<file path="src/rtl/strap_pkg.sv">
package strap_pkg;

  typedef enum logic [2:0] {
    PH_OFF     = 3'd0,
    PH_SETTLE  = 3'd1,
    PH_SAMPLE  = 3'd2,
    PH_STARTUP = 3'd3,
    PH_RUN     = 3'd4
  } phase_e;

  localparam int MHZ_W = 9;

  // Bit order of the synchronized input bundle.
  localparam int SB_A      = 0;
  localparam int SB_B      = 1;
  localparam int SB_MID    = 2;
  localparam int SB_STROBE = 3;
  localparam int SB_W      = 4;

  function automatic logic [MHZ_W-1:0] cpu_mhz_of(input logic [1:0] code,
                                                  input logic alt);
    logic [MHZ_W-1:0] f;
    unique case ({alt, code})
      3'b000:  f = MHZ_W'(100);
      3'b001:  f = MHZ_W'(133);
      3'b010:  f = MHZ_W'(200);
      3'b100:  f = MHZ_W'(200);
      3'b101:  f = MHZ_W'(400);
      3'b110:  f = MHZ_W'(266);
      default: f = '0;
    endcase
    return f;
  endfunction

endpackage

</file>
<file path="src/rtl/strap_sync.sv">
module strap_sync #(
  parameter int               WIDTH   = 4,
  parameter int               STAGES  = 2,
  parameter logic [WIDTH-1:0] RST_VAL = '0
) (
  input  logic             clk,
  input  logic             rst_n,
  input  logic [WIDTH-1:0] d,
  output logic [WIDTH-1:0] q
);
  logic [WIDTH-1:0] pipe [STAGES];

  for (genvar s = 0; s < STAGES; s++) begin : g_stage
    if (s == 0) begin : g_first
      always_ff @(posedge clk or negedge rst_n)
        if (!rst_n) pipe[s] <= RST_VAL;
        else        pipe[s] <= d;
    end else begin : g_next
      always_ff @(posedge clk or negedge rst_n)
        if (!rst_n) pipe[s] <= RST_VAL;
        else        pipe[s] <= pipe[s-1];
    end
  end

  assign q = pipe[STAGES-1];
endmodule

</file>
<file path="src/rtl/strap_timer.sv">
module strap_timer #(
  parameter int CNT_W = 4
) (
  input  logic             clk,
  input  logic             rst_n,
  input  logic             run,
  input  logic [CNT_W-1:0] limit,
  output logic             done
);
  logic [CNT_W-1:0] cnt_q;

  assign done = run && (cnt_q == limit);

  always_ff @(posedge clk or negedge rst_n)
    if (!rst_n)            cnt_q <= '0;
    else if (!run || done) cnt_q <= '0;
    else                   cnt_q <= cnt_q + 1'b1;

  assert_cnt_bound_R2: assert property (@(posedge clk) disable iff (!rst_n)
    run |-> (cnt_q <= limit));
endmodule

</file>
<file path="src/rtl/strap_capture.sv">
module strap_capture (
  input  logic       clk,
  input  logic       rst_n,
  input  logic       take,
  input  logic       a_s,
  input  logic       b_s,
  input  logic       mid_s,
  output logic [1:0] code_q,
  output logic       test_q
);
  always_ff @(posedge clk or negedge rst_n)
    if (!rst_n) begin
      code_q <= 2'b00;
      test_q <= 1'b0;
    end else if (take) begin
      code_q <= mid_s ? 2'b00 : {b_s, a_s};
      test_q <= mid_s;
    end

  assert_test_only_on_take_R8: assert property (@(posedge clk) disable iff (!rst_n)
    $rose(test_q) |-> $past(take));
endmodule

</file>
<file path="src/rtl/pwrgd_strap_seq.sv">
module pwrgd_strap_seq
  import strap_pkg::*;
#(
  parameter int SETTLE_CYC  = 3580,
  parameter int STARTUP_CYC = 25773,
  parameter int SYNC_STAGES = 2
) (
  input  logic             clk_ref,
  input  logic             por_n,
  input  logic             vtt_good_n,
  input  logic             strap_a,
  input  logic             strap_b,
  input  logic             strap_b_mid,
  input  logic             alt_table,
  output logic [2:0]       seq_phase,
  output logic [1:0]       freq_code,
  output logic [MHZ_W-1:0] cpu_mhz,
  output logic             test_mode,
  output logic             hiz_sel,
  output logic             out_en
);
  localparam int MAX_CYC = (SETTLE_CYC > STARTUP_CYC) ? SETTLE_CYC : STARTUP_CYC;
  localparam int CNT_W   = $clog2(MAX_CYC + 1);
  localparam logic [CNT_W-1:0] SETTLE_LIM  = CNT_W'(SETTLE_CYC - 1);
  localparam logic [CNT_W-1:0] STARTUP_LIM = CNT_W'(STARTUP_CYC - 1);
  localparam logic [SB_W-1:0]  SYNC_RST    = SB_W'(1) << SB_STROBE;

  phase_e          phase_q, phase_nxt;
  logic [SB_W-1:0] raw_bus, sync_bus;
  logic            strobe_low_s;
  logic            timer_run, timer_done;
  logic [CNT_W-1:0] timer_limit;
  logic            take, captured;
  logic [1:0]      code_q;
  logic            test_q;

  // Input synchronizer bundle
  always_comb begin
    raw_bus            = '0;
    raw_bus[SB_A]      = strap_a;
    raw_bus[SB_B]      = strap_b;
    raw_bus[SB_MID]    = strap_b_mid;
    raw_bus[SB_STROBE] = vtt_good_n;
  end

  strap_sync #(.WIDTH(SB_W), .STAGES(SYNC_STAGES), .RST_VAL(SYNC_RST)) u_sync (
    .clk   (clk_ref),
    .rst_n (por_n),
    .d     (raw_bus),
    .q     (sync_bus)
  );

  assign strobe_low_s = !sync_bus[SB_STROBE];

  // Interval timer shared by settle and start-up
  assign timer_run   = (phase_q == PH_SETTLE) || (phase_q == PH_STARTUP);
  assign timer_limit = (phase_q == PH_SETTLE) ? SETTLE_LIM : STARTUP_LIM;

  strap_timer #(.CNT_W(CNT_W)) u_timer (
    .clk   (clk_ref),
    .rst_n (por_n),
    .run   (timer_run),
    .limit (timer_limit),
    .done  (timer_done)
  );

  // Phase sequencer
  always_comb begin
    phase_nxt = phase_q;
    unique case (phase_q)
      PH_OFF:     phase_nxt = PH_SETTLE;
      PH_SETTLE:  if (timer_done)   phase_nxt = PH_SAMPLE;
      PH_SAMPLE:  if (strobe_low_s) phase_nxt = PH_STARTUP;
      PH_STARTUP: if (timer_done)   phase_nxt = PH_RUN;
      PH_RUN:     phase_nxt = PH_RUN;
      default:    phase_nxt = PH_OFF;
    endcase
  end

  always_ff @(posedge clk_ref or negedge por_n)
    if (!por_n) phase_q <= PH_OFF;
    else        phase_q <= phase_nxt;

  assign take     = (phase_q == PH_SAMPLE) && strobe_low_s;
  assign captured = (phase_q == PH_STARTUP) || (phase_q == PH_RUN);

  strap_capture u_cap (
    .clk    (clk_ref),
    .rst_n  (por_n),
    .take   (take),
    .a_s    (sync_bus[SB_A]),
    .b_s    (sync_bus[SB_B]),
    .mid_s  (sync_bus[SB_MID]),
    .code_q (code_q),
    .test_q (test_q)
  );

  // Outputs
  assign seq_phase = phase_q;
  assign freq_code = code_q;
  assign test_mode = test_q;
  assign hiz_sel   = test_q & strap_a;
  assign out_en    = (phase_q == PH_RUN);
  assign cpu_mhz   = (captured && !test_q) ? cpu_mhz_of(code_q, alt_table) : '0;

  // Assertions
  assert_off_leaves_R2: assert property (@(posedge clk_ref) disable iff (!por_n)
    (phase_q == PH_OFF) |=> (phase_q == PH_SETTLE));

  assert_settle_next_R2: assert property (@(posedge clk_ref) disable iff (!por_n)
    (phase_q == PH_SETTLE) |=> (phase_q == PH_SETTLE || phase_q == PH_SAMPLE));

  assert_capture_leaves_sample_R3: assert property (@(posedge clk_ref) disable iff (!por_n)
    take |=> (phase_q == PH_STARTUP));

  assert_code_frozen_R5: assert property (@(posedge clk_ref) disable iff (!por_n)
    captured |=> ($stable(code_q) && $stable(test_q)));

  assert_run_sticky_R6: assert property (@(posedge clk_ref) disable iff (!por_n)
    out_en |=> out_en);

  assert_test_from_sample_R8: assert property (@(posedge clk_ref) disable iff (!por_n)
    $rose(test_q) |-> ($past(phase_q) == PH_SAMPLE));

  assert_no_freq_early_R7: assert property (@(posedge clk_ref) disable iff (!por_n)
    (phase_q == PH_SETTLE || phase_q == PH_SAMPLE) |-> (cpu_mhz == '0));
endmodule

</file>
<file path="config.mk">
export PLATFORM = sky130hd
export DESIGN_NAME = pwrgd_strap_seq
export DESIGN_NICKNAME = d
export VERILOG_FILES = /design/src/rtl/strap_pkg.sv /design/src/rtl/strap_sync.sv /design/src/rtl/strap_timer.sv /design/src/rtl/strap_capture.sv /design/src/rtl/pwrgd_strap_seq.sv
export SDC_FILE = /design/constraint.sdc
export NUM_CORES = 1
export LEC_CHECK = 0
export BUFFER_PORTS_ARGS = -buffer_cell sky130_fd_sc_hd__buf_2
export CAP_MARGIN = 20
export CORE_MARGIN = 2
export CORE_UTILIZATION = 54
export CTS_CLUSTER_DIAMETER = 40
export DETAILED_ROUTE_END_ITERATION = 10
export HOLD_SLACK_MARGIN = 0.15
export PLACE_DENSITY = 0.76
export SYNTH_ARGS = -nofsm -noshare
export SYNTH_HDL_FRONTEND = slang
export SYNTH_SLANG_ARGS = --single-unit
</file>
<file path="constraint.sdc">
create_clock -name clk_ref -period 2.8 [get_ports clk_ref]
set_input_delay 0.42 -clock clk_ref [delete_from_list [all_inputs] [get_ports clk_ref]]
set_output_delay 0.42 -clock clk_ref [all_outputs]
set_load 0.02 [all_outputs]
</file>
==> results of run 1 <==
-- cell usage in the layout, fill, tap and decap left out, drive strengths merged, types with 2 or more instances in the layout --
cell / n
a211oi: 2
a21oi: 4
buf: 23
clkbuf: 6
clkinv: 2
dfrtp: 27
dfstp: 2
inv: 5
mux2: 2
nand2: 11
nand3: 5
nand3b: 3
nand4: 4
nor2: 11
nor2b: 2
nor3: 17
nor4: 4
nor4bb: 2
o21ai: 2
or3b: 2
or4: 2
xnor2: 10
xor2: 3
-- synth_stat cells (all sizes together) (2+ instances only) --
library cell   n  area, um^2
a21oi          4       23.77
nand2         11       41.29
xnor2         10       87.58
nor2b          2       12.51
nor2          11       41.29
a211oi         2       20.02
nor3          17       85.08
or4            2       18.77
nor4bb         2       20.02
xor2           3       26.28
o21ai          2       10.01
nand3          5       25.02
or3b           2       17.52
nand3b         3       22.52
mux2           2       22.52
dfstp          2       52.55
inv            5       18.77
clkbuf         2       7.510
nand4          4       25.02
dfrtp         27       675.7
nor4           4       25.02
-- metal layers --
layer	track usage	vias to the layer above	routed length (um)
li1	-	532	-
met1	0.2847	519	1245
met4	0.08750	0	40
met3	0.07377	6	174
met5	0	-	0
met2	0.2972	46	1143
-- cells by family after synthesis --
group,after synthesis,synth area share
AOI/OAI and AO/OA,12,0.06273
xor gates and xnor gates,13,0.08273
adders and majority gates,1,0.009089
buffers and inverters,8,0.02455
DFF,29,0.5291
muxes,2,0.01636
and+or+nand+nor,69,0.2755
-- power breakdown --
part           leakage [uW]  switching, uW  internal [uW]
clock network     0.0000320            133           95.3
registers          0.000369           2.11            425
logic              0.000293           10.7           4.99
-- per-stage QoR --
step	setup slack [ps]	util	instances	hold slack, ps
after global placement	546.0	0.6167	184	333.0
after detailed placement	461.5	0.6167	184	336.2
after global routing	189.0	0.6417	193	178.9
after floorplan	623.9	-	134	124.4
final	442.1	0.6417	193	199.0
after CTS	432.5	0.6417	193	184.3
-- worst register-to-register path: stages (launching register included) --
cell and delay [ps]:
sky130_fd_sc_hd__dfrtp_1 450, sky130_fd_sc_hd__or4b_1 530, sky130_fd_sc_hd__or4_4 510, sky130_fd_sc_hd__a21oi_2 560
sky130_fd_sc_hd__a31o_1 230
-- area by class of cell --
cell class | instances | share of cell area
inverter | 5 | 0.01191
sequential | 29 | 0.4623
clock inverter | 2 | 0.006354
tap | 30 | 0.02383
multi-input combinational | 97 | 0.3900
clock buffer | 6 | 0.02621
timing repair buffer | 24 | 0.07943
-- worst max-delay path by stage --
| stage | from | cells after the start | endpoint |
|---|---|---|---|
| after floorplan | seq_phase[2]$_DFFE_PN0P_ | 4 | cpu_mhz[5] |
| after global routing | seq_phase[0]$_DFFE_PN0P_ | 5 | cpu_mhz[5] |
| after CTS | seq_phase[0]$_DFFE_PN0P_ | 5 | cpu_mhz[5] |
| final | seq_phase[0]$_DFFE_PN0P_ | 5 | cpu_mhz[5] |
| after global placement | u_timer.cnt_q[2]$_DFF_PN0_ | 4 | seq_phase[2]$_DFFE_PN0P_ |
| after detailed placement | u_timer.cnt_q[2]$_DFF_PN0_ | 4 | seq_phase[2]$_DFFE_PN0P_ |
-- state kept, by name, summed over array words and instances, names as in the netlist --
| name | cells |
|---|---|
| u_cap.code_q | 2 |
| seq_phase | 3 |
| u_timer.cnt_q | 15 |
| u_sync.q | 4 |
| u_sync.pipe | 4 |
| u_cap.test_q | 1 |
==> reports/metrics.csv, run 1 <==
metric,value,unit
run_status,"finished, final reports clean",
die_width,54.49,um
worst_slew_margin_rel,0.5126,
hold_end,u_sync.pipe[7]$_DFF_PN1_,
grt_antenna_before_repair,0,
first_global_vias,981,
netlist_area_before_placement,0.001376,mm^2
worst_r2r_path_depth,4,
clock_tree.buffer_depth,2,
min_from,vtt_good_n,
cts-buffers-inserted,5,
grt_overflow,0,
first_pass_detailed_route_iteration_total,4,
grt_pass1_wl,4.298,mm
finalSetupViolations,0,
ys_ff_latch,29,
fp.dieArea,0.002969,mm^2
setup_repair_after_global_routing_missed_its_margin,false,
io_count,24,
remaining_drc_errors,0,
report.final.slew_viol_count,0,
setup.reg_to_reg.worst_slack,450,ps
num-nets-final,170,
viasPerCell,5.715,
areaGrowthSynthToFinish,14.45,%
routedWlPerCell,13.49,um
clk_pin_slew_worst_paths,90,ps
max-vdd-ir-drop,0.0004605,V
core_area,0.002455,mm^2
rr_startpoint,u_timer.cnt_q[2]$_DFF_PN0_,
asyncSetResetFlopFracSynth,1.000,
power_leakage,0.0006946,uW
cts-htree-levels,2,
cts_sink_cnt,29,
via_count,1103,
period_needed,2358,ps
post_synthesis_sequential_area_ratio,0.5291,
sequential_cell_area,728.2,um^2
power_density,426.4,mW/mm^2
ant_nets,0,
multi_input_area,614.3,um^2
num_antenna_cells,0,
synthesis.area_per_instance,10.27,um^2
fin_area,0.001575,mm^2
nFillCells,203,
critical-path-top-delay-family,simple AND/OR/NAND/NOR gates,
setup.worst_path.end_class,output port,
unique_cell_type_count_in_the_yosys_netlist,38,
max_cap_violations,0,
worst_path_max_fanout,8,
quantity_of_i_o_buffers_inserted_on_ports,23,
fmax,424.1,MHz
drive_above_1_share,0.2270,
max_stage_delay,520,ps
required,2380,ps
synth_fp_nets,142,
insertion_delay,320,ps
final_min_period_over_clock_period,0.8421,
clock_tree_from_tritoncts,built,
grt.total_usage,0.2077,
std_cell_rows,18,
ys_warn_count,0,
finalPower,671.6,uW
start_util,0.5607,
crit_path_top_delay_cell,sky130_fd_sc_hd__or3b_2,
grt_max_degree,30,
cts.root.buffer_cell,sky130_fd_sc_hd__clkbuf_4,
timing.critical_path.from_type,register,
criticalPathCategory,reg -> out,
postCtsResizedCells,0,
hold_viol,0,
drt-total-wl,2.603,mm
cts_setup_buffers,0,
drt_first_iter_violations,32,
cts.hold.buffers_added,1,
worstPathCellList,"or3b_2, a21oi_1, nand2_1, nor3_1, buf_2",
area_after_detailed_placement,0.001514,mm^2
tightest_slew,721.0,ps
routabilityCongestion,0.8370,
hold_depth,1,
synth_enable_flop_cells,0,
setup-tns-final,0,ps
cp.buffers_inverters,1,
synth_top_flop_cell,sky130_fd_sc_hd__dfrtp_1,
capturing_point_of_the_worst_reg2reg_path,seq_phase[2]$_DFFE_PN0P_,
holdCritPathClass,in -> reg,
arrival,1940,ps
die_height,54.49,um
postSynthCellCount,134,
timing.clock.skew,10.66,ps
dpl.hpwl,1.802,mm
Note: power is estimated with default switching activity, not from simulation.
==> run 2: changes to the inputs <==
--- a/config.mk
+++ b/config.mk
@@ -8,11 +8,11 @@
 export BUFFER_PORTS_ARGS = -buffer_cell sky130_fd_sc_hd__buf_2
 export CAP_MARGIN = 20
 export CORE_MARGIN = 2
-export CORE_UTILIZATION = 54
+export CORE_UTILIZATION = 49
 export CTS_CLUSTER_DIAMETER = 40
 export DETAILED_ROUTE_END_ITERATION = 10
 export HOLD_SLACK_MARGIN = 0.15
-export PLACE_DENSITY = 0.76
+export PLACE_DENSITY = 0.73
 export SYNTH_ARGS = -nofsm -noshare
 export SYNTH_HDL_FRONTEND = slang
 export SYNTH_SLANG_ARGS = --single-unit
==> constraint.sdc (replaced) <==
create_clock -name clk_ref -period 2 [get_ports clk_ref]
set_input_delay 0.3 -clock clk_ref [delete_from_list [all_inputs] [get_ports clk_ref]]
set_output_delay 0.3 -clock clk_ref [all_outputs]
set_load 0.02 [all_outputs]
==> run 2 against run 1 <==
The run now ends with setup timing left. Hold slack better by 160 ps. Sequential cell count unchanged. Routed wire length up 24%. Critical path type unchanged. Critical endpoint is now cpu_mhz[8]. Largest power group unchanged. Highest routed layer unchanged.
==> reports/metrics.csv, run 2 (synthesis results as in run 1) <==
metric,value,unit
num-nets-final,193,
finalSetupViolations,22,
cts.root.buffer_cell,sky130_fd_sc_hd__clkbuf_4,
min_from,u_sync.pipe[5]$_DFF_PN0_,
rr_startpoint,u_timer.cnt_q[14]$_DFF_PN0_,
ant_nets,0,
drt_first_iter_violations,41,
report.final.slew_viol_count,0,
cts-buffers-inserted,5,
drt-total-wl,3.221,mm
std_cell_rows,19,
worst_slew_margin_rel,0.5840,
arrival,1840,ps
internal_power,872.2,uW
setup.worst_path.end_class,output port,
routedWlPerCell,14.84,um
timing.clock.skew,3.656,ps
grt_antenna_before_repair,0,
first_global_vias,1170,
clock_tree.buffer_depth,2,
final_min_period_over_clock_period,1.072,
clock_tree_from_tritoncts,built,
worst_path_max_fanout,3,
hold_viol,0,
dpl.cell_count,202,
tightest_slew,624.0,ps
switching_share,0.2141,
setup_repair_after_global_routing_missed_its_margin,true,
core_area,0.002710,mm^2
layout_commonest_cell,sky130_fd_sc_hd__dfrtp_1,
first_pass_detailed_route_iteration_total,4,
required,1700,ps
period_needed,2144,ps
die_width,57,um
drive_above_1_share,0.3763,
remaining_drc_errors,0,
power.switching,237.6,uW
timing.critical_path.from_type,register,
nFillCells,208,
grt.total_usage,0.2191,
quantity_of_i_o_buffers_inserted_on_ports,23,
routabilityCongestion,0.8538,
share_seq_of_total_power,0.539,
num_antenna_cells,0,
start_util,0.5078,
areaGrowthSynthToFinish,39.27,%
fp.dieArea,0.003249,mm^2
power_density,579.0,mW/mm^2
max_ffs_per_register,15,
most_frequent_cells_in_the_layout,"sky130_fd_sc_hd__dfrtp_1 (23), sky130_fd_sc_hd__buf_4 (19), sky130_fd_sc_hd__nor3_1 (15), sky130_fd_sc_hd__buf_2 (15), sky130_fd_sc_hd__xnor2_1 (10)",
dpl.hpwl,2.160,mm
violations,setup timing,
die_height,57,um
criticalPathCategory,reg -> out,
timing.critical_path.from,seq_phase[1]$_DFFE_PN0P_,
via_count,1203,
fmax,466.4,MHz
max-vdd-ir-drop,0.0007549,V
top_register,u_timer.cnt_q,
viasPerCell,5.544,
grt_max_degree,30,
grt_overflow,0,
max_cap_violations,0,
holdCritPathClass,reg -> reg,
placement_setup_slack,-98.50,ps
setup_ws,-144.0,ps
fin_cells,217,
hold_depth,0,
grt_pass1_wl,5.402,mm
insertion_delay,320,ps
io_count,24,
cts-htree-levels,2,
power_leakage,0.0008243,uW
clk_pin_slew_worst_paths,100,ps
power.clock.fraction,0.435,
combinational_group_share_of_total_power,0.026,
worst_r2r_path_depth,4,
cts_sink_cnt,29,
run_status,finished with violations,
## run 2: final timing paths
check                      slack (ps)                          end
max                              -140                   cpu_mhz[8]
min reg2reg                       360        u_sync.q[1]$_DFF_PN0_
min in group asynchronous         500  u_timer.cnt_q[12]$_DFF_PN0_
max in group asynchronous        1050     seq_phase[2]$_DFFE_PN0P_
min                               360        u_sync.q[1]$_DFF_PN0_
max reg2reg                       -70     seq_phase[1]$_DFFE_PN0P_
## run 2: stage by stage
stage / total power [uW] / setup TNS (ps) / instance area (um^2) / hold slack (ps) / util
floorplan: 613.7 / -66.59 / 1385 / 4.409 / -
global placement: 630.2 / -22.08 / 1664 / 332.6 / 0.6140
detailed placement: 631.5 / -282.7 / 1664 / 335.5 / 0.6140
CTS: 1126 / -818.2 / 1874 / 360.4 / 0.6916
global route: 1147 / -2524 / 1917 / 362.7 / 0.7073
finish: 1110 / -1095 / 1917 / 357.0 / 0.7073
## run 2: power by group through the flow
stage / sequential, uW / combinational (uW) / clock (uW)
after floorplan: 609 / 4.62 / 0
after global placement: 610 / 20.5 / 0
after detailed placement: 610 / 21.6 / 0
after CTS: 598 / 29.3 / 498
after global routing: 599 / 33.7 / 514
final: 598 / 29.0 / 482
## run 2: timing repair
item,4_1_cts,5_1_grt
setup buffers,2,0
hold buffers,5,0
endpoints found under the hold margin,31,0
setup endpoints to repair,24,24
pin swaps,4,6
gates resized for setup,16,13
## run 2: routing by layer
metal,up-vias,global-route usage,share of wire
li1,582,-,-
met1,579,0.2790,0.43
met2,34,0.3498,0.50
met3,8,0.05669,0.044
met4,0,0.1063,0.028
met5,-,0,0
## run 2: worst max-delay path, stage by stage, from the launching register on
cell	delay [ps]
sky130_fd_sc_hd__dfrtp_2	420
sky130_fd_sc_hd__buf_6	110
sky130_fd_sc_hd__or3b_4	390
sky130_fd_sc_hd__a21oi_4	200
sky130_fd_sc_hd__nand2_2	100
sky130_fd_sc_hd__a21oi_2	150
sky130_fd_sc_hd__buf_6	140
## run 2: cell type report
class,instances,area [um^2],share of cell area
clock buffer,5,37.54,0.01958
clock inverter,3,46.29,0.02415
inverter,5,18.77,0.009791
multi-input combinational,97,675.6,0.3525
sequential,29,733.2,0.3825
tap,31,38.79,0.02023
timing repair buffer,47,366.6,0.1913
==> run 3: changes to the inputs <==
--- a/config.mk
+++ b/config.mk
@@ -8,11 +8,12 @@
 export BUFFER_PORTS_ARGS = -buffer_cell sky130_fd_sc_hd__buf_2
 export CAP_MARGIN = 20
 export CORE_MARGIN = 2
-export CORE_UTILIZATION = 49
+export CORE_UTILIZATION = 51
+export CTS_BUF_LIST = sky130_fd_sc_hd__clkbuf_2 sky130_fd_sc_hd__clkbuf_4 sky130_fd_sc_hd__clkbuf_8
 export CTS_CLUSTER_DIAMETER = 40
 export DETAILED_ROUTE_END_ITERATION = 10
 export HOLD_SLACK_MARGIN = 0.15
-export PLACE_DENSITY = 0.73
+export PLACE_DENSITY = 0.76
 export SYNTH_ARGS = -nofsm -noshare
 export SYNTH_HDL_FRONTEND = slang
 export SYNTH_SLANG_ARGS = --single-unit
==> run 3 against run 2 <==
The flow still finishes with violations (setup timing). Sequential share of layout area hardly changed. Highest routed layer unchanged. Die area is 3.7% lower. Largest cell class unchanged. Critical path depth stayed put. First-iteration DRC count is 88% higher. Clock skew is 5.2 ps higher. Largest power group unchanged. Via count is 3.7% higher. Maximum frequency is 1.1% lower. Total power is 2.8% higher. Routed wire length is 7.1% higher.
==> reports/metrics.csv, run 3 (synthesis results as in run 1) <==
metric,value,unit
rr_startpoint,seq_phase[1]$_DFFE_PN0P_,
worst_slew_margin_rel,0.5818,
start_util,0.5456,
die_height,55.95,um
required,1700,ps
hold_viol,0,
clock_tree.buffer_depth,2,
dpl.hpwl,2.194,mm
first_pass_detailed_route_iteration_total,4,
via_count,1247,
min_from,u_sync.pipe[6]$_DFF_PN0_,
top_register,u_timer.cnt_q,
setup-tns-final,-1146,ps
grt.total_usage,0.2467,
clk_pin_slew_worst_paths,100,ps
hold_depth,0,
worst_r2r_path_depth,4,
tightest_slew,627.3,ps
hold_end,u_sync.q[2]$_DFF_PN0_,
layout_commonest_cell,sky130_fd_sc_hd__dfrtp_1,
die_width,55.95,um
final_min_period_over_clock_period,1.084,
arrival,1870,ps
grt_overflow,0,
drive_above_1_share,0.3743,
cts-buffers-inserted,5,
drt-total-wl,3.449,mm
areaGrowthSynthToFinish,39.09,%
routabilityCongestion,0.8051,
viasPerCell,5.747,
run_status,finished with violations,
fp.dieArea,0.003130,mm^2
clock_tree_from_tritoncts,built,
fmax,461.2,MHz
setup.worst_path.end_class,output port,
timing.clock.skew,8.848,ps
most_frequent_cells_in_the_layout,"sky130_fd_sc_hd__dfrtp_1 (24), sky130_fd_sc_hd__buf_4 (21), sky130_fd_sc_hd__nor3_1 (16), sky130_fd_sc_hd__buf_2 (16), sky130_fd_sc_hd__xnor2_1 (10)",
area_after_detailed_placement,0.001663,mm^2
setup_ws,-168.4,ps
cts_sink_cnt,29,
violations,setup timing,
period_needed,2168,ps
num_antenna_cells,0,
routedWlPerCell,15.89,um
grt_antenna_before_repair,0,
max-vdd-ir-drop,0.0006080,V
core_area,0.002522,mm^2
fin_util,0.7589,
ant_nets,0,
quantity_of_i_o_buffers_inserted_on_ports,23,
finalSetupViolations,23,
cts.root.buffer_cell,sky130_fd_sc_hd__clkbuf_4,
report.final.slew_viol_count,0,
power_leakage,0.0008365,uW
num-nets-final,194,
setup.reg_to_reg.worst_slack,-70,ps
drt_first_iter_violations,77,
max_ffs_per_register,15,
timing.critical_path.from_type,register,
cts-htree-levels,2,
insertion_delay,330,ps
setup_repair_after_global_routing_missed_its_margin,true,
capturing_point_of_the_worst_reg2reg_path,seq_phase[1]$_DFFE_PN0P_,
remaining_drc_errors,0,
criticalPathCategory,reg -> out,
power_density,595.8,mW/mm^2
grt_pass1_wl,5.858,mm
worst_path_max_fanout,3,
std_cell_rows,18,
finalPower,1141,uW
holdCritPathClass,reg -> reg,
first_global_vias,1314,
fin_area,0.001914,mm^2
io_count,24,
max_cap_violations,0,
grt_max_degree,30,
run 3: cell types whose count changed in the layout (fill, tap and decap cells not counted), sizes merged:
cell,delta
clkbuf,+2
clkinvlp,-1
buf,+1
clkinv,-1
run 3: power by group:
group          switching (uW)  internal [uW]
clock network             200            312
logic                    17.4           12.1
registers                3.67            596
total                     221            920
run 3: what timing repair did:
item,in CTS,in global routing
buffers inserted,3,0
gates cloned,0,0
endpoints found under the setup margin,23,23
pin swaps,10,3
hold endpoints to repair,31,0
hold buffers,5,0
gates resized for setup,15,10
run 3: worst max path at each step:
stage                                      startpoint                        to  slack, ps
after CTS                    seq_phase[1]$_DFFE_PN0P_                cpu_mhz[6]       -120
after global placement    u_timer.cnt_q[14]$_DFF_PN0_  seq_phase[1]$_DFFE_PN0P_        -20
after floorplan              seq_phase[1]$_DFFE_PN0P_  seq_phase[1]$_DFFE_PN0P_        -70
after detailed placement  u_timer.cnt_q[14]$_DFF_PN0_  seq_phase[1]$_DFFE_PN0P_        -60
after global routing         seq_phase[1]$_DFFE_PN0P_                cpu_mhz[4]       -240
final                        seq_phase[1]$_DFFE_PN0P_                cpu_mhz[4]       -170
run 3: layer usage:
metal / GRT usage / wire length [um] / vias to the layer above
met5: 0 / 0 / -
met4: 0.1020 / 40 / 0
met3: 0.07209 / 204 / 7
met2: 0.4218 / 1814 / 62
met1: 0.2901 / 1390 / 597
li1: - / - / 581
run 3: final cells by class:
cell class | instances | area [um^2]
flip-flops and latches | 29 | 732.0
well taps | 30 | 37.54
multi-input cells | 97 | 673.1
inverters | 5 | 18.77
fillers | 178 | 608.1
repair buffers | 48 | 364.1
clock inverters | 1 | 30.03
clock buffers | 7 | 58.81
run 3: through the flow:
step / hold WS, ps / worst slack, ps / instances
after floorplan: 4.409 / -66.59 / 134
after global placement: 331.9 / -20.78 / 201
after detailed placement: 335.6 / -57.95 / 201
after CTS: 356.6 / -120.6 / 217
after global routing: 365.4 / -243.6 / 217
final: 359.1 / -168.4 / 217
run 3: worst max-delay path: stages (launching register included):
cell and delay (ps):
sky130_fd_sc_hd__dfrtp_2 420, sky130_fd_sc_hd__buf_6 120, sky130_fd_sc_hd__or3b_4 420, sky130_fd_sc_hd__a21oi_4 180, sky130_fd_sc_hd__nand2_2 110, sky130_fd_sc_hd__nor2_2 160, sky130_fd_sc_hd__buf_6 140
